===== config.mk =====
export PLATFORM = sky130hd
export DESIGN_NAME = ctl_mailbox
export DESIGN_NICKNAME = d
export VERILOG_FILES = /design/src/rtl/mbox_pkg.sv /design/src/rtl/mbox_ctrl.sv /design/src/rtl/mbox_dpath.sv /design/src/rtl/ctl_mailbox.sv
export SDC_FILE = /design/constraint.sdc
export NUM_CORES = 1
export LEC_CHECK = 0
export BUFFER_PORTS_ARGS = -buffer_cell sky130_fd_sc_hd__buf_2
export CAP_MARGIN = 20
export CORE_ASPECT_RATIO = 1.25
export CORE_UTILIZATION = 36
export CTS_CLUSTER_DIAMETER = 120
export DETAILED_ROUTE_END_ITERATION = 10
export SLEW_MARGIN = 20
export SYNTH_ARGS = -nofsm -noshare
export SYNTH_HDL_FRONTEND = slang
export SYNTH_SLANG_ARGS = --single-unit
export TNS_END_PERCENT = 5

===== constraint.sdc =====
create_clock -name clk -period 4.8 [get_ports clk]
set_input_delay 0.72 -clock clk [delete_from_list [all_inputs] [get_ports clk]]
set_output_delay 0.72 -clock clk [all_outputs]
set_load 0.1 [all_outputs]

===== src/rtl/mbox_pkg.sv =====
package mbox_pkg;
  // Register offsets: fixed, since host software depends on them
  localparam logic [15:0] OFF_CMD  = 16'h0000;
  localparam logic [15:0] OFF_STS  = 16'h0004;
  localparam logic [15:0] OFF_SRC  = 16'h0008;
  localparam logic [15:0] OFF_DST  = 16'h000C;
  localparam logic [15:0] OFF_WBUF = 16'h0080;
  localparam logic [15:0] OFF_RBUF = 16'h0090;

  // Command word field positions
  localparam int OP_W     = 8;
  localparam int IRQ_BIT  = 8;
  localparam int SUB_LSB  = 12;
  localparam int SUB_W    = 4;
  localparam int LEN_LSB  = 16;
  localparam int LEN_W    = 8;

  // Status word field positions
  localparam int STS_BUSY = 0;
  localparam int STS_ERR  = 1;
  localparam int STS_IRQ  = 2;
  localparam int CODE_LSB = 16;

  typedef enum logic [2:0] {
    SEL_NONE, SEL_CMD, SEL_STS, SEL_SRC, SEL_DST, SEL_WBUF, SEL_RBUF
  } regSel_e;

  // Strobes from control to datapath
  typedef struct packed {
    logic cmdLoad;
    logic srcWe;
    logic dstWe;
    logic wbufWe;
  } strobe_t;

  function automatic regSel_e decodeAddr(input logic [15:0] a, input int unsigned bufBytes);
    if (a == OFF_CMD) return SEL_CMD;
    if (a == OFF_STS) return SEL_STS;
    if (a == OFF_SRC) return SEL_SRC;
    if (a == OFF_DST) return SEL_DST;
    if (a[1:0] == 2'b00 && 32'(a) >= 32'(OFF_WBUF) && 32'(a) < 32'(OFF_WBUF) + bufBytes)
      return SEL_WBUF;
    if (a[1:0] == 2'b00 && 32'(a) >= 32'(OFF_RBUF) && 32'(a) < 32'(OFF_RBUF) + bufBytes)
      return SEL_RBUF;
    return SEL_NONE;
  endfunction
endpackage


===== src/rtl/mbox_ctrl.sv =====
module mbox_ctrl
  import mbox_pkg::*;
#(
  parameter int ADDR_W    = 8,
  parameter int DATA_W    = 32,
  parameter int CODE_W    = 8,
  parameter int BUF_WORDS = 4
) (
  input  logic              clk,
  input  logic              rstN,
  input  logic              hostSel,
  input  logic              hostWr,
  input  logic [ADDR_W-1:0] hostAddr,
  input  logic              wdIrqReq,
  input  logic              wdIrqClr,
  input  logic              ctlDone,
  input  logic              ctlErr,
  input  logic [CODE_W-1:0] ctlErrCode,
  output strobe_t           strobe,
  output regSel_e           rdSel,
  output logic [DATA_W-1:0] statusWord,
  output logic              doorbell,
  output logic              irqOut
);
  localparam int unsigned BUF_BYTES = BUF_WORDS * (DATA_W / 8);

  logic              busy, err, irqReq, irqPend;
  logic [CODE_W-1:0] errCode;
  regSel_e           sel;
  logic              wrEn, cmdAccept, doneTake, ackWrite;

  assign sel       = decodeAddr(16'(hostAddr), BUF_BYTES);
  assign wrEn      = hostSel && hostWr;
  assign cmdAccept = wrEn && (sel == SEL_CMD) && !busy;
  assign doneTake  = ctlDone && busy;
  assign ackWrite  = wrEn && (sel == SEL_STS) && wdIrqClr;
  assign rdSel     = (hostSel && !hostWr) ? sel : SEL_NONE;

  always_comb begin
    strobe.cmdLoad = cmdAccept;
    strobe.srcWe   = wrEn && (sel == SEL_SRC);
    strobe.dstWe   = wrEn && (sel == SEL_DST);
    strobe.wbufWe  = wrEn && (sel == SEL_WBUF);
  end

  always_ff @(posedge clk) begin
    if (!rstN) begin
      busy <= 1'b0; err <= 1'b0; errCode <= '0;
      irqReq <= 1'b0; irqPend <= 1'b0; doorbell <= 1'b0;
    end else begin
      doorbell <= cmdAccept;
      if (cmdAccept) begin
        busy   <= 1'b1;
        irqReq <= wdIrqReq;
      end else if (doneTake) begin
        busy    <= 1'b0;
        err     <= ctlErr;
        errCode <= ctlErr ? ctlErrCode : '0;
      end
      // A new completion wins over a same-cycle acknowledge
      if (doneTake && irqReq) irqPend <= 1'b1;
      else if (ackWrite)      irqPend <= 1'b0;
    end
  end

  always_comb begin
    statusWord = '0;
    statusWord[STS_BUSY] = busy;
    statusWord[STS_ERR]  = err;
    statusWord[STS_IRQ]  = irqPend;
    statusWord[CODE_LSB +: CODE_W] = errCode;
  end

  assign irqOut = irqPend;

  assert_busy_set_R2: assert property (@(posedge clk) disable iff (!rstN)
    (wrEn && sel == SEL_CMD && !busy) |=> (busy && doorbell));
  assert_done_clears_R3: assert property (@(posedge clk) disable iff (!rstN)
    (ctlDone && busy) |=> !busy);
  assert_no_second_bell_R4: assert property (@(posedge clk) disable iff (!rstN)
    (wrEn && sel == SEL_CMD && busy) |=> !doorbell);
  assert_irq_requested_R5: assert property (@(posedge clk) disable iff (!rstN)
    $rose(irqPend) |-> $past(irqReq));
  assert_ack_race_R6: assert property (@(posedge clk) disable iff (!rstN)
    (ctlDone && busy && irqReq) |=> irqPend);
endmodule


===== src/rtl/mbox_dpath.sv =====
module mbox_dpath
  import mbox_pkg::*;
#(
  parameter int DATA_W    = 32,
  parameter int BUF_WORDS = 4,
  localparam int IDX_W    = $clog2(BUF_WORDS)
) (
  input  logic              clk,
  input  logic              rstN,
  input  strobe_t           strobe,
  input  regSel_e           rdSel,
  input  logic              hostRbufWr,
  input  logic [IDX_W-1:0]  wordIdx,
  input  logic [DATA_W-1:0] hostWdata,
  input  logic [DATA_W-1:0] statusWord,
  output logic [DATA_W-1:0] hostRdata,
  output logic [OP_W-1:0]   opcode,
  output logic [SUB_W-1:0]  subOp,
  output logic [LEN_W-1:0]  lenBytes,
  output logic [DATA_W-1:0] srcPtr,
  output logic [DATA_W-1:0] dstPtr,
  input  logic [IDX_W-1:0]  ctlWbufIdx,
  output logic [DATA_W-1:0] ctlWbufData,
  input  logic              ctlRbufWe,
  input  logic [IDX_W-1:0]  ctlRbufIdx,
  input  logic [DATA_W-1:0] ctlRbufData
);
  logic [BUF_WORDS-1:0][DATA_W-1:0] wbuf, rbuf;

  always_ff @(posedge clk) begin
    if (!rstN) begin
      opcode <= '0; subOp <= '0; lenBytes <= '0;
      srcPtr <= '0; dstPtr <= '0;
    end else begin
      if (strobe.cmdLoad) begin
        opcode   <= hostWdata[OP_W-1:0];
        subOp    <= hostWdata[SUB_LSB +: SUB_W];
        lenBytes <= hostWdata[LEN_LSB +: LEN_W];
      end
      if (strobe.srcWe) srcPtr <= hostWdata;
      if (strobe.dstWe) dstPtr <= hostWdata;
    end
  end

  for (genvar w = 0; w < BUF_WORDS; w++) begin : g_word
    always_ff @(posedge clk) begin
      if (!rstN) begin
        wbuf[w] <= '0;
        rbuf[w] <= '0;
      end else begin
        if (strobe.wbufWe && wordIdx == IDX_W'(w)) wbuf[w] <= hostWdata;
        if (ctlRbufWe && ctlRbufIdx == IDX_W'(w))  rbuf[w] <= ctlRbufData;
      end
    end
  end

  assign ctlWbufData = wbuf[ctlWbufIdx];

  always_comb begin
    unique case (rdSel)
      SEL_CMD:  begin
        hostRdata = '0;
        hostRdata[OP_W-1:0] = opcode;
        hostRdata[SUB_LSB +: SUB_W] = subOp;
        hostRdata[LEN_LSB +: LEN_W] = lenBytes;
      end
      SEL_STS:  hostRdata = statusWord;
      SEL_SRC:  hostRdata = srcPtr;
      SEL_DST:  hostRdata = dstPtr;
      SEL_WBUF: hostRdata = wbuf[wordIdx];
      SEL_RBUF: hostRdata = rbuf[wordIdx];
      default:  hostRdata = '0;
    endcase
  end

  assert_rbuf_host_ro_R9: assert property (@(posedge clk) disable iff (!rstN)
    (hostRbufWr && !ctlRbufWe) |=> $stable(rbuf));
endmodule


===== src/rtl/ctl_mailbox.sv =====
module ctl_mailbox
  import mbox_pkg::*;
#(
  parameter int ADDR_W    = 8,
  parameter int DATA_W    = 32,
  parameter int CODE_W    = 8,
  parameter int BUF_WORDS = 4,
  localparam int IDX_W    = $clog2(BUF_WORDS)
) (
  input  logic              clk,
  input  logic              rstN,
  input  logic              hostSel,
  input  logic              hostWr,
  input  logic [ADDR_W-1:0] hostAddr,
  input  logic [DATA_W-1:0] hostWdata,
  output logic [DATA_W-1:0] hostRdata,
  output logic              hostIrq,
  output logic              ctlDoorbell,
  output logic [OP_W-1:0]   ctlOpcode,
  output logic [SUB_W-1:0]  ctlSub,
  output logic [LEN_W-1:0]  ctlLen,
  output logic [DATA_W-1:0] ctlSrcPtr,
  output logic [DATA_W-1:0] ctlDstPtr,
  input  logic [IDX_W-1:0]  ctlWbufIdx,
  output logic [DATA_W-1:0] ctlWbufData,
  input  logic              ctlRbufWe,
  input  logic [IDX_W-1:0]  ctlRbufIdx,
  input  logic [DATA_W-1:0] ctlRbufData,
  input  logic              ctlDone,
  input  logic              ctlErr,
  input  logic [CODE_W-1:0] ctlErrCode
);
  localparam int unsigned BUF_BYTES = BUF_WORDS * (DATA_W / 8);

  strobe_t           strobe;
  regSel_e           rdSel;
  logic [DATA_W-1:0] statusWord;
  logic              hostRbufWr;

  assign hostRbufWr = hostSel && hostWr &&
                      (decodeAddr(16'(hostAddr), BUF_BYTES) == SEL_RBUF);

  mbox_ctrl #(.ADDR_W(ADDR_W), .DATA_W(DATA_W), .CODE_W(CODE_W), .BUF_WORDS(BUF_WORDS)) u_ctrl (
    .clk(clk), .rstN(rstN), .hostSel(hostSel), .hostWr(hostWr), .hostAddr(hostAddr),
    .wdIrqReq(hostWdata[IRQ_BIT]), .wdIrqClr(hostWdata[STS_IRQ]),
    .ctlDone(ctlDone), .ctlErr(ctlErr), .ctlErrCode(ctlErrCode),
    .strobe(strobe), .rdSel(rdSel), .statusWord(statusWord),
    .doorbell(ctlDoorbell), .irqOut(hostIrq)
  );

  mbox_dpath #(.DATA_W(DATA_W), .BUF_WORDS(BUF_WORDS)) u_dpath (
    .clk(clk), .rstN(rstN), .strobe(strobe), .rdSel(rdSel), .hostRbufWr(hostRbufWr),
    .wordIdx(hostAddr[2 +: IDX_W]), .hostWdata(hostWdata), .statusWord(statusWord),
    .hostRdata(hostRdata), .opcode(ctlOpcode), .subOp(ctlSub), .lenBytes(ctlLen),
    .srcPtr(ctlSrcPtr), .dstPtr(ctlDstPtr),
    .ctlWbufIdx(ctlWbufIdx), .ctlWbufData(ctlWbufData),
    .ctlRbufWe(ctlRbufWe), .ctlRbufIdx(ctlRbufIdx), .ctlRbufData(ctlRbufData)
  );
endmodule


# Word-level counts from Yosys, hierarchy flattened
# Cells that the tools add are included.
# Widths: inputs -> output; s select.
# totals
inputBits	91
out_inout_bits	150
ff_bits	353
elab_cells	125
# op_classes
reduce_logical	32
eq_ne	20
order_cmp	6
n_mux	47
bitwise_logic	1
# ops
cell	count
$bmux 32 s2	3
$pmux 32 s6	1
$mux 32	3
$mux 3	14
$mux 1	25
$logic_and 1x1->1	23
$eq 8x4->1 const B	2
$ge 8x8->1 const B	2
$lt 8x8->1 const B	2
$eq 3x3->1 const B	5
$eq 3x2->1 const B	4
$eq 2x2->1 const B	4
$eq 8x3->1 const B	1
$logic_not 8->1	1
$mux 8	1
$eq 3x1->1 const B	2
$logic_not 2->1	3
$lt 2x3->1 const B	2
$eq 2x1->1 const B	2
$reduce_bool 2->1	2
$logic_not 1->1	2
$reduce_and 2->1	1
$not 1->1	1

# Logic depth before layout (Yosys ltp)
# Gate-level depths: netlist of run 1.
# depth
word_depth	28
mapped_depth	7
mapped_depth_nobuf	4

# Modules after synthesis
# From an unflattened synthesis of run 1, not the netlist that was laid out.
# unflattened
hier_cells	1926
hier_area_um2	17276.6
# modules_own_cells
module	cells_per_inst	n_inst	seq_area_each_um2	area_each_um2
mbox_dpath	1820	1	6806.5	16398.2
mbox_ctrl	103	1	260.2	850.8
ctl_mailbox	3	1	0.0	27.5

# Least setup slack after synthesis of run 1
# No wires, ideal clock.
# synth_timing
path_kind	input to output
start	input hostAddr[7]
end	output hostRdata[16]
path_buffers	2
setup_slack_ns	-0.036
required_time_ns	4.080
arrival_time_ns	4.116
stages	6
cell_sequence	clkbuf_1 -> nor4b_1 -> clkbuf_1 -> a222oi_1 -> a21boi_0 -> o21ai_0
# synth_via
elab_chain_cells	18
elab_cells_between_ends	53
cone_classes	order compare (4); eq/ne (9); mux (35); reduce/logical (5)
# synth_rtl
element	line	source
start: declaration	ctl_mailbox.sv:14	input logic [ADDR_W-1:0] hostAddr,
$ge 8x8->1	mbox_pkg.sv:43	if (a[1:0] == 2'b00 && 32'(a) >= 32'(OFF_RBUF) && 32'(a) < 32'(OFF_RBUF) + bufBytes)
$logic_and 1x1->1 (2 in a row)	mbox_pkg.sv:43	
$mux 1 (2 in a row)	mbox_pkg.sv:43	
$mux 1	mbox_pkg.sv:41	if (a[1:0] == 2'b00 && 32'(a) >= 32'(OFF_WBUF) && 32'(a) < 32'(OFF_WBUF) + bufBytes)
$mux 1	mbox_pkg.sv:40	if (a == OFF_DST) return SEL_DST;
$mux 1 (2 in a row)	-	
$mux 3	-	
$mux 3	mbox_pkg.sv:43	
$mux 3 (3 in a row)	-	
$mux 3 (*)	-	
$mux 3 (*)	mbox_ctrl.sv:37	assign rdSel = (hostSel && !hostWr) ? sel : SEL_NONE;
$eq 3x3->1, or another cell as far along	mbox_dpath.sv:60	unique case (rdSel)
$pmux 32 s6 (*)	mbox_dpath.sv:60	
end: declaration	ctl_mailbox.sv:16	output logic [DATA_W-1:0] hostRdata,
# Mark *: on every way between the ends. The rest lies on a longest branch, timed or not. The select of a mux whose other input is x is not followed.

# Worst setup path after layout of run 1
# layout_timing
start	input hostAddr[2]
end	output hostRdata[31]
# layout_via
elab_chain_cells	18
elab_cells_between_ends	57
cone_classes	order compare (4); eq/ne (9); mux (39); reduce/logical (5)
# layout_rtl
element	line
$ge 8x8->1	mbox_pkg.sv:43
$logic_and 1x1->1 (2 in a row)	mbox_pkg.sv:43
$mux 1 (2 in a row)	mbox_pkg.sv:43
$mux 1	mbox_pkg.sv:41
$mux 1	mbox_pkg.sv:40
$mux 1 (2 in a row)	-
$mux 3	-
$mux 3	mbox_pkg.sv:43
$mux 3 (4 in a row)	-
$mux 3	mbox_ctrl.sv:37
$eq 3x3->1, or another cell as far along	mbox_dpath.sv:60
$pmux 32 s6 (*)	mbox_dpath.sv:60
# Marks and branches as above.

==> results.toml, run 1 <==
[route]
routed_wl_mm = 60.8
drcViolationCount = 0
routed_via_density = 5.54
num_vias = 14500
postRouteAntennaNets = 0
firstDrtPassIters = 6
drt_iter0_markers = 1455
routedWlPerCell_um = 23.2

[layout]
final_nets = 2098
area_growth_pct = 20.1
multi_input_area_sq_mm = 0.00890
final-seq-area_sq_mm = 0.00707
nFillCells = 4469
layout.cells.non_filler = 2621
drive_above_1_share_pct = 22.9

[power_and_ir_drop]
comb_power_share_pct = 6.2
switchingPower_uw = 1490
leakagePower_uw = 0.00698
pwr-share-seq_pct = 45.5
swShare_pct = 22.8
p_int_uw = 5070
pwr-share-clk_pct = 48.4
vdd_drop_max_v = 0.000181
power.density_mw_per_mm2 = 330
power_uw = 6560

[worst_setup_path]
cp.required_ps = 4080
arrival_ps = 3440
critPathMaxFanout = 35
worst_r2r_path_depth = 3
crit_type = "input port to output pin"
critPathLaunchType = "input port"
cp-end-kind = "output pin"

[timing]
worstMarginPinSlew_ps = 1110
slew_headroom_pct = 25.7
setup_violations = 0
rsz0062_at_grt = "false"
timing.final.ws_setup_ps = 644
fin_skew_ps = 21.0
final_max_slew_viol_count = 0
hold_viol_final = 0
period_share_pct = 86.6
finalCriticalPeriod_ps = 4160
max_freq_mhz = 241

[synth]
ys_ff_latch = 353
synthFlopType = "dfxtp_1"
synthArstFlopShare_pct = 0
netlist_area_sq_mm = 0.0166
yosys_warnings = 0
synth_nets = 1945
synth.distinct_cells = 46
postSynthCellCount = 1854
ys_seq_area_share_pct = 42.7
synth_area_per_cell_sq_um = 8.93
synth-edff-count = 0

[hold_path]
hold_depth = 3
worstHoldPathType = "input port to flip-flop"

[floorplan]
core_sq_mm = 0.0453
design.die.area_sq_mm = 0.0469
pin_count = 241
die_x_um = 194
initial_core_util_pct = 36.6
fp.dieH_um = 242
rows = 87

[grt]
gr-usage-met1_pct = 33.4
grt_pass1_wl_mm = 90.5
first_global_vias = 13900
grt_use_met3_pct = 3.74
globalRouteMet2Util_pct = 41.1
antenna_found_initial = 17
overflow = 0
grtUsageTotal_pct = 25.5
grt_max_degree = 173
top_usage_layer = "met2"

[clock_network]
cts-buffers-inserted = 38
cts_root_buffer = "clkbuf_16"
cts_setup_buffers = 0
clock_latency_ps = 550
clk_pin_slew_ps = 60
postCtsHoldBufs = 0
h-tree-depth = 2
cts_resized = 0
cts_max_path_buffers = 3
cts_sinks = 353
cts_tree = "built"

[flow_run]
drv_cap = 0

[place]
dp.cells = 2545
place_ws_ps = 701
gp_congestion = 0.911
hpwl_mm = 41.7
io_buffers = 240

[run_status]
status = "complete, no violations"
## Yosys cell counts (5+ instances only)
| library cell | instances | area [sq um] |
|---|---|---|
| a222oi_1 | 17 | 170 |
| nand2_1 | 710 | 2670 |
| o21ai_0 | 34 | 170 |
| buf_2 | 31 | 155 |
| a21boi_0 | 290 | 2180 |
| mux4_2 | 96 | 2160 |
| buf_1 | 7 | 26.3 |
| mux2_2 | 10 | 113 |
| and2_1 | 13 | 81.3 |
| nand2b_1 | 5 | 31.3 |
| clkbuf_1 | 118 | 443 |
| dfxtp_1 | 353 | 7070 |
| a22oi_1 | 35 | 263 |
| nand3_1 | 9 | 45.0 |
| nor2_1 | 5 | 18.8 |
| a21boi_1 | 69 | 518 |
## per-layer routing
layer  part of all wire, %  vias up
met1                    41     7043
met5                 0.044        -
li1                      -     6701
met2                    47      625
met4                   5.3        4
met3                   6.9      143
## stage by stage
| step | TNS [ps] | area, sq um | hold WS (ps) | utilization, % |
|---|---|---|---|---|
| after global placement | 0 | 18500 | 448 | 40.9 |
| after floorplan | -840 | 16600 | 435 | - |
| after CTS | 0 | 19900 | 442 | 43.9 |
| after detailed placement | 0 | 18500 | 456 | 40.9 |
| final | 0 | 19900 | 447 | 43.9 |
| after global routing | 0 | 19900 | 467 | 43.9 |
## critical path, cell delays in order
cell	delay, ps
buf_4	460
nor4b_2	300
buf_4	240
o21a_1	620
a22oi_1	160
o21ai_0	630
buf_12	260
## logic make-up after synthesis
group	after synthesis	synth area share (%)
buffers and inverters	161	4.09
AO/OA/AOI/OAI	458	20.5
AND/OR/NAND/NOR	775	19.0
flip-flops	353	42.7
multiplexers	107	13.8
## worst paths after layout
check / startpoint / to / slack (ps)
max: hostAddr[2] / hostRdata[31] / 640
min: ctlErrCode[4] / u_ctrl.errCode[4] / 450
max reg2reg: u_ctrl.busy / u_dpath.lenBytes[5] / 3290
min reg2reg: u_dpath.rbuf[108] / u_dpath.rbuf[108] / 460
## registers in the layout, indices dropped and copies added (netlist names), 4 cells and up
name	count
u_dpath.dstPtr	32
u_dpath.wbuf	128
u_dpath.lenBytes	8
u_dpath.subOp	4
u_dpath.opcode	8
u_dpath.rbuf	128
u_ctrl.errCode	8
u_dpath.srcPtr	32
## power groups by stage
stage	clock, uW	combinational, uW	sequential (uW)
2_1_floorplan	0	235	3050
3_3_place_gp	0	394	3050
3_5_place_dp	0	400	3050
4_1_cts	3210	400	2980
5_1_grt	3340	432	2990
6_report	3170	404	2990
## placed cells by master, fill, tap and decap left out, types with 3 or more instances in the layout
| cell type | count |
|---|---|
| nand2_1 | 710 |
| dfxtp_1 | 353 |
| a21boi_0 | 290 |
| buf_2 | 215 |
| mux4_2 | 96 |
| a21boi_1 | 69 |
| clkbuf_16 | 41 |
| a22oi_1 | 35 |
| buf_4 | 34 |
| o21ai_0 | 32 |
| buf_12 | 24 |
| a222oi_1 | 17 |
| and2_1 | 13 |
| mux2_2 | 10 |
| diode_2 | 8 |
| nand3_1 | 8 |
| clkbuf_8 | 8 |
| clkbuf_1 | 8 |
| nand2b_1 | 5 |
| bufinv_16 | 5 |
| nor2_1 | 4 |
| nor2b_1 | 4 |
| a21oi_1 | 4 |
| nor4_4 | 4 |
| or4_2 | 3 |
| clkinv_2 | 3 |
## cell type report
cell class / count / area share, %
multi-input cells: 1340 / 44.7
flip-flops and latches: 353 / 35.5
repair buffers: 274 / 9.17
clock buffers: 57 / 5.86
well taps: 578 / 3.64
clock inverters: 11 / 0.950
diodes: 8 / 0.101
Note: power is estimated with default switching activity, not from simulation.
==> run 2, diff against run 1 <==
Settings changed: BUFFER_PORTS_ARGS -buffer_cell sky130_fd_sc_hd__buf_2 to unset, DONT_BUFFER_PORTS set to 1, SLEW_MARGIN 20 to unset.
==> run 2 against run 1 <==
Net effect:
- setup slack gained 230 ps
- register-to-register slack lost 280 ps
- highest routed layer unchanged
- utilization shrank 2.6 points
- clock skew shrank 11 ps
- final cell count shrank 7.7%
- global-route usage shrank 0.62 points
- critical endpoint is now hostRdata[15]
- flip-flop and latch count is the same
- combinational power shrank 46%
==> results.toml, run 2 (same netlist as run 1, synthesis figures left out) <==
[timing]
fin_skew_ps = 10.2
max_freq_mhz = 255
setup_violations = 0
period_share_pct = 81.7
worstMarginPinSlew_ps = 1150
finalCriticalPeriod_ps = 3920
timing.final.ws_setup_ps = 877
slew_headroom_pct = 23.0
setup-tns-final_ps = 0
timing.hold.ws_ps = 318
hold_viol_final = 0
final_max_slew_viol_count = 0
rsz0062_at_grt = "false"

[grt]
overflow = 0
antenna_found_initial = 4
grtUsageTotal_pct = 24.9
grt_max_degree = 354
first_global_vias = 13200
grt_pass1_wl_mm = 87.7

[power_and_ir_drop]
power.density_mw_per_mm2 = 332
power_uw = 6220
vdd_drop_max_v = 0.000256
leakagePower_uw = 0.00598

[route]
drcViolationCount = 0
drt_iter0_markers = 1320
highest_layer = "met5"
wl_met3_mm = 5.50
routed_via_density = 5.68
num_vias = 13800
wl_met1_mm = 22.9
routedWlPerCell_um = 24.6
wl_met2_mm = 28.7
postRouteAntennaNets = 0
routed_wl_mm = 59.6
firstDrtPassIters = 9

[worst_setup_path]
critPathLaunchType = "input port"
arrival_ps = 3200
cp.required_ps = 4080
cpPeakStageDelay_ps = 710
critPathTopFamily = "simple AND/OR/NAND/NOR gates"
crit_buf_inv = 1
crit_slowest_cell = "o211ai_1"
crit_type = "input port to output pin"
cp-end-kind = "output pin"
crit_chain = "or4_4 > nor2_1 > nand2_2 > o211ai_1 > buf_16"
critPathMaxFanout = 22

[clock_network]
clk_pin_slew_ps = 60
postCtsHoldBufs = 0
cts_root_buffer = "clkbuf_16"
cts-buffers-inserted = 38
cts_setup_buffers = 0
cts_max_path_buffers = 3
h-tree-depth = 2
cts_resized = 0
clock_latency_ps = 540
cts_tree = "built"
cts_sinks = 353

[layout]
largestRegisters = "u_dpath.rbuf x128, u_dpath.wbuf x128"
antenna_cells = 0
drive_above_1_share_pct = 16.2
mostFrequentLayoutCell = "nand2_1"
nFillCells = 4460
area_growth_pct = 13.0
layout_common_cells = "709 x nand2_1, 353 x dfxtp_1, 290 x a21boi_0"
final_nets = 1903

[floorplan]
rows = 87
design.die.area_sq_mm = 0.0469
die_x_um = 194
initial_core_util_pct = 36.6
core_sq_mm = 0.0453
pin_count = 241
fp.dieH_um = 242

[flow_run]
drv_cap = 0

[place]
place_ws_ps = 917
io_buffers = 0
hpwl_mm = 39.8
gp_congestion = 0.905

[run_status]
status = "complete, no violations"

[hold_path]
worstHoldPathType = "input port to flip-flop"
==> run 2: cell types whose count changed in the layout (fill, tap and decap cells not counted), moves of 2 or more <==
cell and change:
buf_12 -23, buf_2 -215, buf_4 +43, bufinv_16 -3, clkbuf_1 +2, clkinvlp_4 +3, diode_2 -8, o21ai_0 -27
o21ai_2 +28
==> run 2: final cells by class <==
class,count,area (sq um),share of cell area [%]
well taps,578,723,3.86
multi-input cells,1340,9010,48.2
clock buffers,59,1170,6.27
repair buffers,79,626,3.34
clock inverters,10,113,0.602
flip-flops and latches,353,7070,37.8
==> run 2: metal layers <==
metal / global-route usage, % / vias up
li1: - / 6309
met1: 30.4 / 6756
met2: 41.7 / 556
met3: 6.72 / 121
met4: 9.36 / 8
met5: 0 / -
==> run 2: worst paths after layout <==
path / from / endpoint / slack, ps / depth (start not counted)
worst max-delay path: hostAddr[6] / hostRdata[15] / 880 / 5
worst min-delay path: hostWdata[5] / u_dpath.opcode[5] / 320 / 2
worst max register to register: u_ctrl.busy / u_dpath.subOp[1] / 3010 / 4
worst min register to register: u_dpath.wbuf[108] / u_dpath.wbuf[108] / 460 / 2
==> run 2: worst reg2reg max path: stages, from the launching register on <==
cell	delay (ps)
dfxtp_1	400
nor4_4	720
buf_4	340
nand2_1	70
a21boi_0	180
==> run 2: stage by stage <==
stage | instances | cell area, sq um | utilization (%)
2_1_floorplan | 1854 | 16600 | -
3_3_place_gp | 2349 | 17400 | 38.5
3_5_place_dp | 2349 | 17400 | 38.5
4_1_cts | 2418 | 18700 | 41.3
5_1_grt | 2419 | 18700 | 41.3
6_report | 2419 | 18700 | 41.3
==> run 2: power breakdown <==
| group | internal, uW | total (uW) | switching [uW] |
|---|---|---|---|
| clock network | 1790 | 3020 | 1220 |
| registers | 2970 | 2990 | 19.9 |
| logic | 120 | 219 | 99.5 |
| total | 4880 | 6220 | 1340 |
